## src/rtl/irq_dlv_pkg.sv

```systemverilog
package irq_dlv_pkg;
    localparam int VEC_W  = 8;
    localparam int DEST_W = 8;
    localparam int DMOD_W = 3;

    typedef struct packed {
        logic [DEST_W-1:0] dest;
        logic              mask;
        logic              lvl_trig;
        logic              rirr;
        logic              act_low;
        logic              dest_logical;
        logic [DMOD_W-1:0] dmod;
        logic [VEC_W-1:0]  vec;
    } rte_t;

    localparam int RTE_W = $bits(rte_t);

    typedef enum logic [1:0] {
        ST_ACCEPT    = 2'd0,
        ST_COALESCED = 2'd1,
        ST_MASKED    = 2'd2
    } stat_e;
endpackage

```

## src/rtl/irq_src_lines.sv

```systemverilog
module irq_src_lines #(
    parameter int NPINS = 8,
    parameter int NSRC  = 4,
    localparam int PIN_W = $clog2(NPINS),
    localparam int SRC_W = (NSRC > 1) ? $clog2(NSRC) : 1
) (
    input  logic             clk,
    input  logic             rst,
    input  logic             ev_valid,
    input  logic [PIN_W-1:0] ev_pin,
    input  logic [SRC_W-1:0] ev_src,
    input  logic             ev_level,
    input  logic             clr_valid,
    input  logic [SRC_W-1:0] clr_src,
    output logic             line_now
);
    logic [NSRC-1:0] bits_q [NPINS];
    logic [NSRC-1:0] bits_d [NPINS];

    always_comb begin
        line_now = 1'b0;
        for (int p = 0; p < NPINS; p++) begin
            bits_d[p] = bits_q[p];
            if (clr_valid) bits_d[p][clr_src] = 1'b0;
            if (ev_valid && ev_pin == PIN_W'(p)) bits_d[p][ev_src] = ev_level;
            if (ev_pin == PIN_W'(p)) line_now = |bits_d[p];
        end
    end

    always_ff @(posedge clk) begin
        for (int p = 0; p < NPINS; p++) begin
            if (rst) bits_q[p] <= '0;
            else     bits_q[p] <= bits_d[p];
        end
    end
endmodule

```

## src/rtl/irq_eoi_match.sv

```systemverilog
module irq_eoi_match
    import irq_dlv_pkg::*;
#(
    parameter int NPINS = 8
) (
    input  logic             eoi_valid,
    input  logic [VEC_W-1:0] eoi_vec,
    input  logic             eoi_level,
    input  rte_t             ent [NPINS],
    input  logic [NPINS-1:0] irr,
    input  logic [NPINS-1:0] pend,
    output logic [NPINS-1:0] hit,
    output logic [NPINS-1:0] redeliver
);
    for (genvar p = 0; p < NPINS; p++) begin : g_pin
        assign hit[p] = eoi_valid && eoi_level && ent[p].lvl_trig &&
                        (ent[p].vec == eoi_vec);
        assign redeliver[p] = hit[p] && !ent[p].mask && irr[p] && !pend[p];
    end
endmodule

```

## src/rtl/irq_accept.sv

```systemverilog
module irq_accept
    import irq_dlv_pkg::*;
#(
    parameter int NPINS = 8,
    localparam int PIN_W = $clog2(NPINS)
) (
    input  logic             clk,
    input  logic             rst,
    input  logic             ev_valid,
    input  logic [PIN_W-1:0] ev_pin,
    input  logic             line_now,
    input  rte_t             ent [NPINS],
    input  logic [NPINS-1:0] rirr_eff,
    input  logic [NPINS-1:0] pend_cur,
    input  logic [NPINS-1:0] redeliver,
    output logic [NPINS-1:0] irr,
    output logic [NPINS-1:0] new_req,
    output logic             st_valid,
    output logic [PIN_W-1:0] st_pin,
    output stat_e            st_code
);
    rte_t             sel;
    logic             old_irr, busy, eff;
    logic [NPINS-1:0] irr_d;
    stat_e            code;

    always_comb begin
        sel     = '0;
        old_irr = 1'b0;
        busy    = 1'b0;
        for (int p = 0; p < NPINS; p++) begin
            if (ev_pin == PIN_W'(p)) begin
                sel     = ent[p];
                old_irr = irr[p];
                busy    = rirr_eff[p] | pend_cur[p] | redeliver[p];
            end
        end
        eff     = line_now ^ sel.act_low;
        irr_d   = irr;
        new_req = '0;
        code    = ST_ACCEPT;
        if (ev_valid) begin
            if (!eff) begin
                irr_d[ev_pin] = 1'b0;
            end else begin
                irr_d[ev_pin] = 1'b1;
                if (sel.lvl_trig ? busy : old_irr) code = ST_COALESCED;
                else if (sel.mask)                 code = ST_MASKED;
                else                               new_req[ev_pin] = 1'b1;
            end
        end
    end

    always_ff @(posedge clk) begin
        if (rst) begin
            irr      <= '0;
            st_valid <= 1'b0;
            st_pin   <= '0;
            st_code  <= ST_ACCEPT;
        end else begin
            irr      <= irr_d;
            st_valid <= ev_valid;
            st_pin   <= ev_pin;
            st_code  <= code;
        end
    end

    // an edge assertion on an already requesting pin is coalesced
    p_edge_repeat_r3: assert property (@(posedge clk) disable iff (rst)
        ev_valid && eff && !sel.lvl_trig && old_irr |=> st_code == ST_COALESCED);

    // a level assertion while a delivery is outstanding is coalesced
    p_level_busy_r4: assert property (@(posedge clk) disable iff (rst)
        ev_valid && eff && sel.lvl_trig && busy |=> st_code == ST_COALESCED);

    // an inactive event leaves the request bit clear
    p_inactive_clear_r2: assert property (@(posedge clk) disable iff (rst)
        ev_valid && !eff |=> !irr[$past(ev_pin)] && st_code == ST_ACCEPT);
endmodule

```

## src/rtl/irq_dispatch.sv

```systemverilog
module irq_dispatch
    import irq_dlv_pkg::*;
#(
    parameter int NPINS = 8,
    localparam int PIN_W = $clog2(NPINS)
) (
    input  logic             clk,
    input  logic             rst,
    input  rte_t             ent [NPINS],
    input  logic [NPINS-1:0] mask_vec,
    input  logic [NPINS-1:0] set_req,
    input  logic             dlv_ready,
    output logic [NPINS-1:0] pend,
    output logic [NPINS-1:0] grant,
    output logic             dlv_valid,
    output logic [PIN_W-1:0] dlv_pin,
    output rte_t             sel_ent
);
    logic [NPINS-1:0] cand;

    always_comb begin
        cand    = pend & ~mask_vec;
        dlv_pin = '0;
        sel_ent = ent[0];
        for (int p = NPINS - 1; p >= 0; p--) begin
            if (cand[p]) begin
                dlv_pin = PIN_W'(p);
                sel_ent = ent[p];
            end
        end
        dlv_valid = |cand;
        grant     = '0;
        if (dlv_valid && dlv_ready) grant[dlv_pin] = 1'b1;
    end

    always_ff @(posedge clk) begin
        if (rst) pend <= '0;
        else     pend <= ((pend & ~grant) | set_req) & ~mask_vec;
    end

    // at most one pin granted per cycle
    p_one_grant_r9: assert property (@(posedge clk) disable iff (rst)
        $onehot0(grant));

    // a waiting request stays valid unless the mask changed
    p_valid_hold_r9: assert property (@(posedge clk) disable iff (rst)
        dlv_valid && !dlv_ready |=> dlv_valid || !$stable(mask_vec));

    // the presented pin is never masked
    p_unmasked_r5: assert property (@(posedge clk) disable iff (rst)
        dlv_valid |-> !mask_vec[dlv_pin]);
endmodule

```

## src/rtl/irq_dlv_top.sv

```systemverilog
module irq_dlv_top
    import irq_dlv_pkg::*;
#(
    parameter int NPINS = 8,
    parameter int NSRC  = 4,
    localparam int PIN_W = $clog2(NPINS),
    localparam int SRC_W = (NSRC > 1) ? $clog2(NSRC) : 1
) (
    input  logic                   clk,
    input  logic                   rst,
    input  logic                   ln_valid,
    input  logic [PIN_W-1:0]       ln_pin,
    input  logic [SRC_W-1:0]       ln_src,
    input  logic                   ln_level,
    input  logic                   clr_valid,
    input  logic [SRC_W-1:0]       clr_src,
    input  logic                   eoi_valid,
    input  logic [VEC_W-1:0]       eoi_vec,
    input  logic                   eoi_level,
    input  logic [NPINS*RTE_W-1:0] tbl_flat,
    output logic [NPINS-1:0]       rirr_set,
    output logic [NPINS-1:0]       rirr_clr,
    output logic                   dlv_valid,
    input  logic                   dlv_ready,
    output logic [PIN_W-1:0]       dlv_pin,
    output logic [VEC_W-1:0]       dlv_vec,
    output logic [DEST_W-1:0]      dlv_dest,
    output logic                   dlv_dest_logical,
    output logic [DMOD_W-1:0]      dlv_dmod,
    output logic                   dlv_lvl_trig,
    output logic                   dlv_level,
    output logic [1:0]             dlv_shorthand,
    output logic                   st_valid,
    output logic [PIN_W-1:0]       st_pin,
    output logic [1:0]             st_code
);
    rte_t             ent [NPINS];
    logic [NPINS-1:0] mask_vec, trig_vec, rirr_vec;
    logic [NPINS-1:0] irr, pend, grant, hit, redeliver, new_req, rirr_eff;
    logic             line_now;
    rte_t             sel_ent;
    stat_e            code;

    for (genvar p = 0; p < NPINS; p++) begin : g_ent
        assign ent[p]      = rte_t'(tbl_flat[p*RTE_W +: RTE_W]);
        assign mask_vec[p] = ent[p].mask;
        assign trig_vec[p] = ent[p].lvl_trig;
        assign rirr_vec[p] = ent[p].rirr;
    end

    irq_src_lines #(.NPINS(NPINS), .NSRC(NSRC)) u_lines (
        .clk(clk), .rst(rst),
        .ev_valid(ln_valid), .ev_pin(ln_pin), .ev_src(ln_src), .ev_level(ln_level),
        .clr_valid(clr_valid), .clr_src(clr_src),
        .line_now(line_now)
    );

    irq_eoi_match #(.NPINS(NPINS)) u_eoi (
        .eoi_valid(eoi_valid), .eoi_vec(eoi_vec), .eoi_level(eoi_level),
        .ent(ent), .irr(irr), .pend(pend),
        .hit(hit), .redeliver(redeliver)
    );

    assign rirr_eff = rirr_vec & ~hit;

    irq_accept #(.NPINS(NPINS)) u_acc (
        .clk(clk), .rst(rst),
        .ev_valid(ln_valid), .ev_pin(ln_pin), .line_now(line_now),
        .ent(ent), .rirr_eff(rirr_eff), .pend_cur(pend), .redeliver(redeliver),
        .irr(irr), .new_req(new_req),
        .st_valid(st_valid), .st_pin(st_pin), .st_code(code)
    );

    irq_dispatch #(.NPINS(NPINS)) u_dsp (
        .clk(clk), .rst(rst),
        .ent(ent), .mask_vec(mask_vec), .set_req(new_req | redeliver),
        .dlv_ready(dlv_ready),
        .pend(pend), .grant(grant),
        .dlv_valid(dlv_valid), .dlv_pin(dlv_pin), .sel_ent(sel_ent)
    );

    assign st_code          = code;
    assign rirr_set         = grant & trig_vec;
    assign rirr_clr         = hit & ~rirr_set;
    assign dlv_vec          = sel_ent.vec;
    assign dlv_dest         = sel_ent.dest;
    assign dlv_dest_logical = sel_ent.dest_logical;
    assign dlv_dmod         = sel_ent.dmod;
    assign dlv_lvl_trig     = sel_ent.lvl_trig;
    assign dlv_level        = 1'b1;
    assign dlv_shorthand    = 2'b00;

    // a remote-IRR set only comes from an accepted level delivery
    p_rirr_set_hs_r6: assert property (@(posedge clk) disable iff (rst)
        |rirr_set |-> dlv_valid && dlv_ready && dlv_lvl_trig);

    // an edge-mode EOI clears nothing
    p_edge_eoi_r8: assert property (@(posedge clk) disable iff (rst)
        eoi_valid && !eoi_level |-> rirr_clr == '0);
endmodule

```

## config.mk

```make
export PLATFORM = sky130hd
export DESIGN_NAME = irq_dlv_top
export DESIGN_NICKNAME = d
export VERILOG_FILES = /design/src/rtl/irq_dlv_pkg.sv /design/src/rtl/irq_src_lines.sv /design/src/rtl/irq_eoi_match.sv /design/src/rtl/irq_accept.sv /design/src/rtl/irq_dispatch.sv /design/src/rtl/irq_dlv_top.sv
export SDC_FILE = /design/constraint.sdc
export NUM_CORES = 1
export LEC_CHECK = 0
export ABC_AREA = 1
export BUFFER_PORTS_ARGS = -buffer_cell sky130_fd_sc_hd__buf_2
export CORE_MARGIN = 5
export CORE_UTILIZATION = 54
export CTS_BUF_LIST = sky130_fd_sc_hd__clkbuf_4
export CTS_CLUSTER_DIAMETER = 80
export DETAILED_ROUTE_END_ITERATION = 10
export GPL_TIMING_DRIVEN = 1
export PLACE_DENSITY_LB_ADDON = 0.3
export SLEW_MARGIN = 20
export SYNTH_ARGS = -nofsm -noshare
export SYNTH_HDL_FRONTEND = slang
export SYNTH_SLANG_ARGS = --single-unit
```

## constraint.sdc

```tcl
create_clock -name clk -period 4.65 [get_ports clk]
set_clock_uncertainty 0.15 [all_clocks]
set_input_delay 0.93 -clock clk [delete_from_list [all_inputs] [get_ports clk]]
set_output_delay 0.93 -clock clk [all_outputs]
set_load 0.01 [all_outputs]
```

==> key figures <==
Critical path
  – CP max stage delay: roughly 0.42 ns
  – Setup crit end kind: output port
  – CP Max Fanout: 13
  – CP most frequent cell: a21oi_1
  – Req. time, crit path: roughly 3.6 ns
  – CP Launch Type: input port
  – Critical Path AT: around 3.2 ns
  – Max stage delay cell, worst path: clkinv_1
  – Worst setup path class: input port to output port
  – CP cell instances: buf_2 -> nor2_2 -> inv_1 -> nand2_1 -> clkinv_1 -> buf_4 -> nand2_1 -> nand4_1 -> o21ai_0 -> a21oi_1 -> a21oi_1 -> nor2_1 -> a21oi_1 -> o211ai_1 -> buf_2

Die
  – Die width: between 100 and 150 um
  – Die area: approximately 14,000 um^2
  – Die H: about 120 um
  – I/O pins: 265
  – Initial Util: a little over half
  – Core area: ~11,000 um^2
  – # rows: 39

Logic synthesis
  – YS warnings: 0
  – Main combinational cell family by area after synthesis: simple AND/OR/NAND/NOR gates
  – Largest cells by area after synthesis: nand2_1, dfxtp_1, nor2_1
  – Post-synth top flop: dfxtp_1
  – Synth Area in Simple Gates: around 46%
  – Top post-synthesis cells by count: nand2_1, nor2_1, inv_1
  – Area fraction of the dominant cell type after synthesis: approximately a fifth
  – Compound-gate portion of the synthesized area: between 10% and 20%
  – Multiplexer share of the synthesized area: 0%
  – Synth Instances: 1,144
  – EDFF count, synth: 0
  – Adder-cell share of the synthesized area: 0%
  – Cell taking the most area after synthesis: nand2_1
  – Async set or reset register ratio after synthesis: 0%
  – Most frequent cell after synthesis: nand2_1
  – Post-synthesis cell type count: 42
  – Register area share after synthesis: approximately 18%
  – Synthesized area per cell: approximately 5.4 um^2
  – #FFs+latches synth: 54
  – Fraction of synthesized cell area in xor and xnor cells: 4.54%
  – Mapped Area: approximately 6200 um^2

Routing
  – WL final: 26,700 um
  – DR pass1 iterations: 6
  – Via-per-instance ratio: between 5 and 6
  – Routed WL per cell: 17.5 um
  – Via Count: roughly 8.7k
  – Initial DRC count: roughly 1k
  – ANT nets after route: 0
  – DR DRC count: 0

Power
  – Sw frac: a little over a third
  – Power share of the sequential group: 39.9%
  – Pint: between 0.7 and 0.8 mW
  – Power share of the clock group: between 20% and 30%
  – Combinational fraction of design power: 36.9%
  – Power Density: about 160 nW/um^2
  – Leakage: between 3 and 4 nW
  – Sw Pwr: ~0.43 mW
  – Peak VDD IR: 0.263 mV

Place
  – I/O Buffers: ~260
  – Post-DP HPWL: 21,500 um
  – Placed Instances: around 1.5k
  – Routability cong.: 1.04

Final layout
  – Area grow syn2layout: 23.8%
  – Ant. Diodes: 0
  – Share of cells above drive strength 1: a little under a quarter
  – Fin nets: between 1.5k and 2k
  – Post-route insts no fill: between 1.5k and 2k

STA
  – Final hold vios: 0
  – Worst slew margin: between 40% and 50%
  – Max Slew Vio Count: 0
  – Setup violations, final: 0
  – Post-route clock period utilization: about nine tenths
  – Final min period: roughly 4.3 ns
  – Worst slew pin tran: 0.891 ns
  – Fmax: roughly 230 MHz
  – RSZ-0062 raised after global routing: no
  – Setup_tns: 0 ns
  – WHS: around 0.37 ns

Flow run
  – Max cap viols: 0

CTS
  – CTS clk-pin slew, worst paths: between 0.15 and 0.2 ns
  – Clock root buffer: clkbuf_4
  – CTS Sinks: 54
  – Hold buffer count at cts: 0
  – Clock Latency Late Sink: about 0.4 ns
  – Number of buffers created by CTS: 5
  – Setup bufs post-CTS: 0
  – Bufs on Longest Clock Path: 2
  – H-tree levels: 2
  – Resized cells post-CTS: 0
  – CTS tree: done

Global routing
  – Largest net degree at the start of global routing: 47
  – Total congestion overflow: 0
  – Initial antenna violation count: 0
  – All-Layer GR Usage: 36.3%
  – First-pass GRT wire length: approximately 39,000 um
  – Vias in the first global route: around 7.6k

Outcome
  – Status: completed

Hold path
  – HP Class: flip-flop to flip-flop
-- cell families (layout without fill, tap and decap cells) --
kind of cell / Yosys count / after routing
AOI/OAI and AO/OA: 215 / 215
xor gates and xnor gates: 32 / 32
buffers and inverters: 193 / 429
DFF: 54 / 54
other: 2 / 3
and+or+nand+nor: 648 / 648
-- through the flow --
stage               worst slack [ns]  utilization (%)  area (um^2)  power, mW
CTS                            0.474             67.5         7640       1.18
global route                   0.258             67.5         7640       1.25
floorplan                      0.918                -         6180      0.722
finish                         0.390             67.5         7640       1.19
detailed placement             0.492             66.8         7560      0.910
global placement               0.562             66.8         7560      0.909
-- critical path, delay by kind of cell --
kind                   cells  cell delay [ns]
AOI/OAI and AO/OA          5             0.56
buffers and inverters      5             1.19
and+or+nand+nor            5             0.51
-- per-layer routing --
metal / GRT usage [%] / wire (um)
met1: 45.2 / 9970
met2: 59.5 / 12300
met3: 6.22 / 2900
met4: 20.3 / 1560
met5: 0 / 0
-- area by class of cell --
class | instances | area, um^2
multi-input combinational | 898 | 4330
timing repair buffer | 278 | 1430
fill | 1140 | 3680
tap | 143 | 179
clock inverter | 3 | 43.8
sequential | 54 | 1080
clock buffer | 5 | 37.5
inverter | 143 | 537
-- cell usage in the layout (no fill, tap or decap), drive strengths merged, types with 7 or more instances in the layout --
master and n:
nand2 318, buf 278, nor2 161, inv 142, o21ai 92, nand3 85
a21oi 78, dfxtp 54, nand4 43, xnor2 29, nor3 16, o211ai 14
or2 11, o22ai 8, o2111ai 7
-- path summary, 6_finish.rpt --
kind	startpoint	end	slack, ns	cells past startpoint
worst max-delay path	tbl_flat[159]	dlv_dmod[0]	0.39	15
worst max register to register	u_dsp.pend[4]$_SDFF_PP0_	u_dsp.pend[6]$_SDFF_PP0_	2.09	13
worst min register to register	u_lines.bits_q[1][14]$_SDFF_PP0_	u_lines.bits_q[1][14]$_SDFF_PP0_	0.37	2
worst min-delay path	u_lines.bits_q[1][14]$_SDFF_PP0_	u_lines.bits_q[1][14]$_SDFF_PP0_	0.37	2
-- power by group through the flow --
stage | clock [mW] | combinational, mW | sequential, mW
2_1_floorplan | 0 | 0.238 | 0.484
3_3_place_gp | 0 | 0.426 | 0.483
3_5_place_dp | 0 | 0.427 | 0.483
4_1_cts | 0.277 | 0.429 | 0.473
5_1_grt | 0.301 | 0.476 | 0.474
6_report | 0.276 | 0.438 | 0.473
Note: power is estimated with default switching activity, not from simulation.
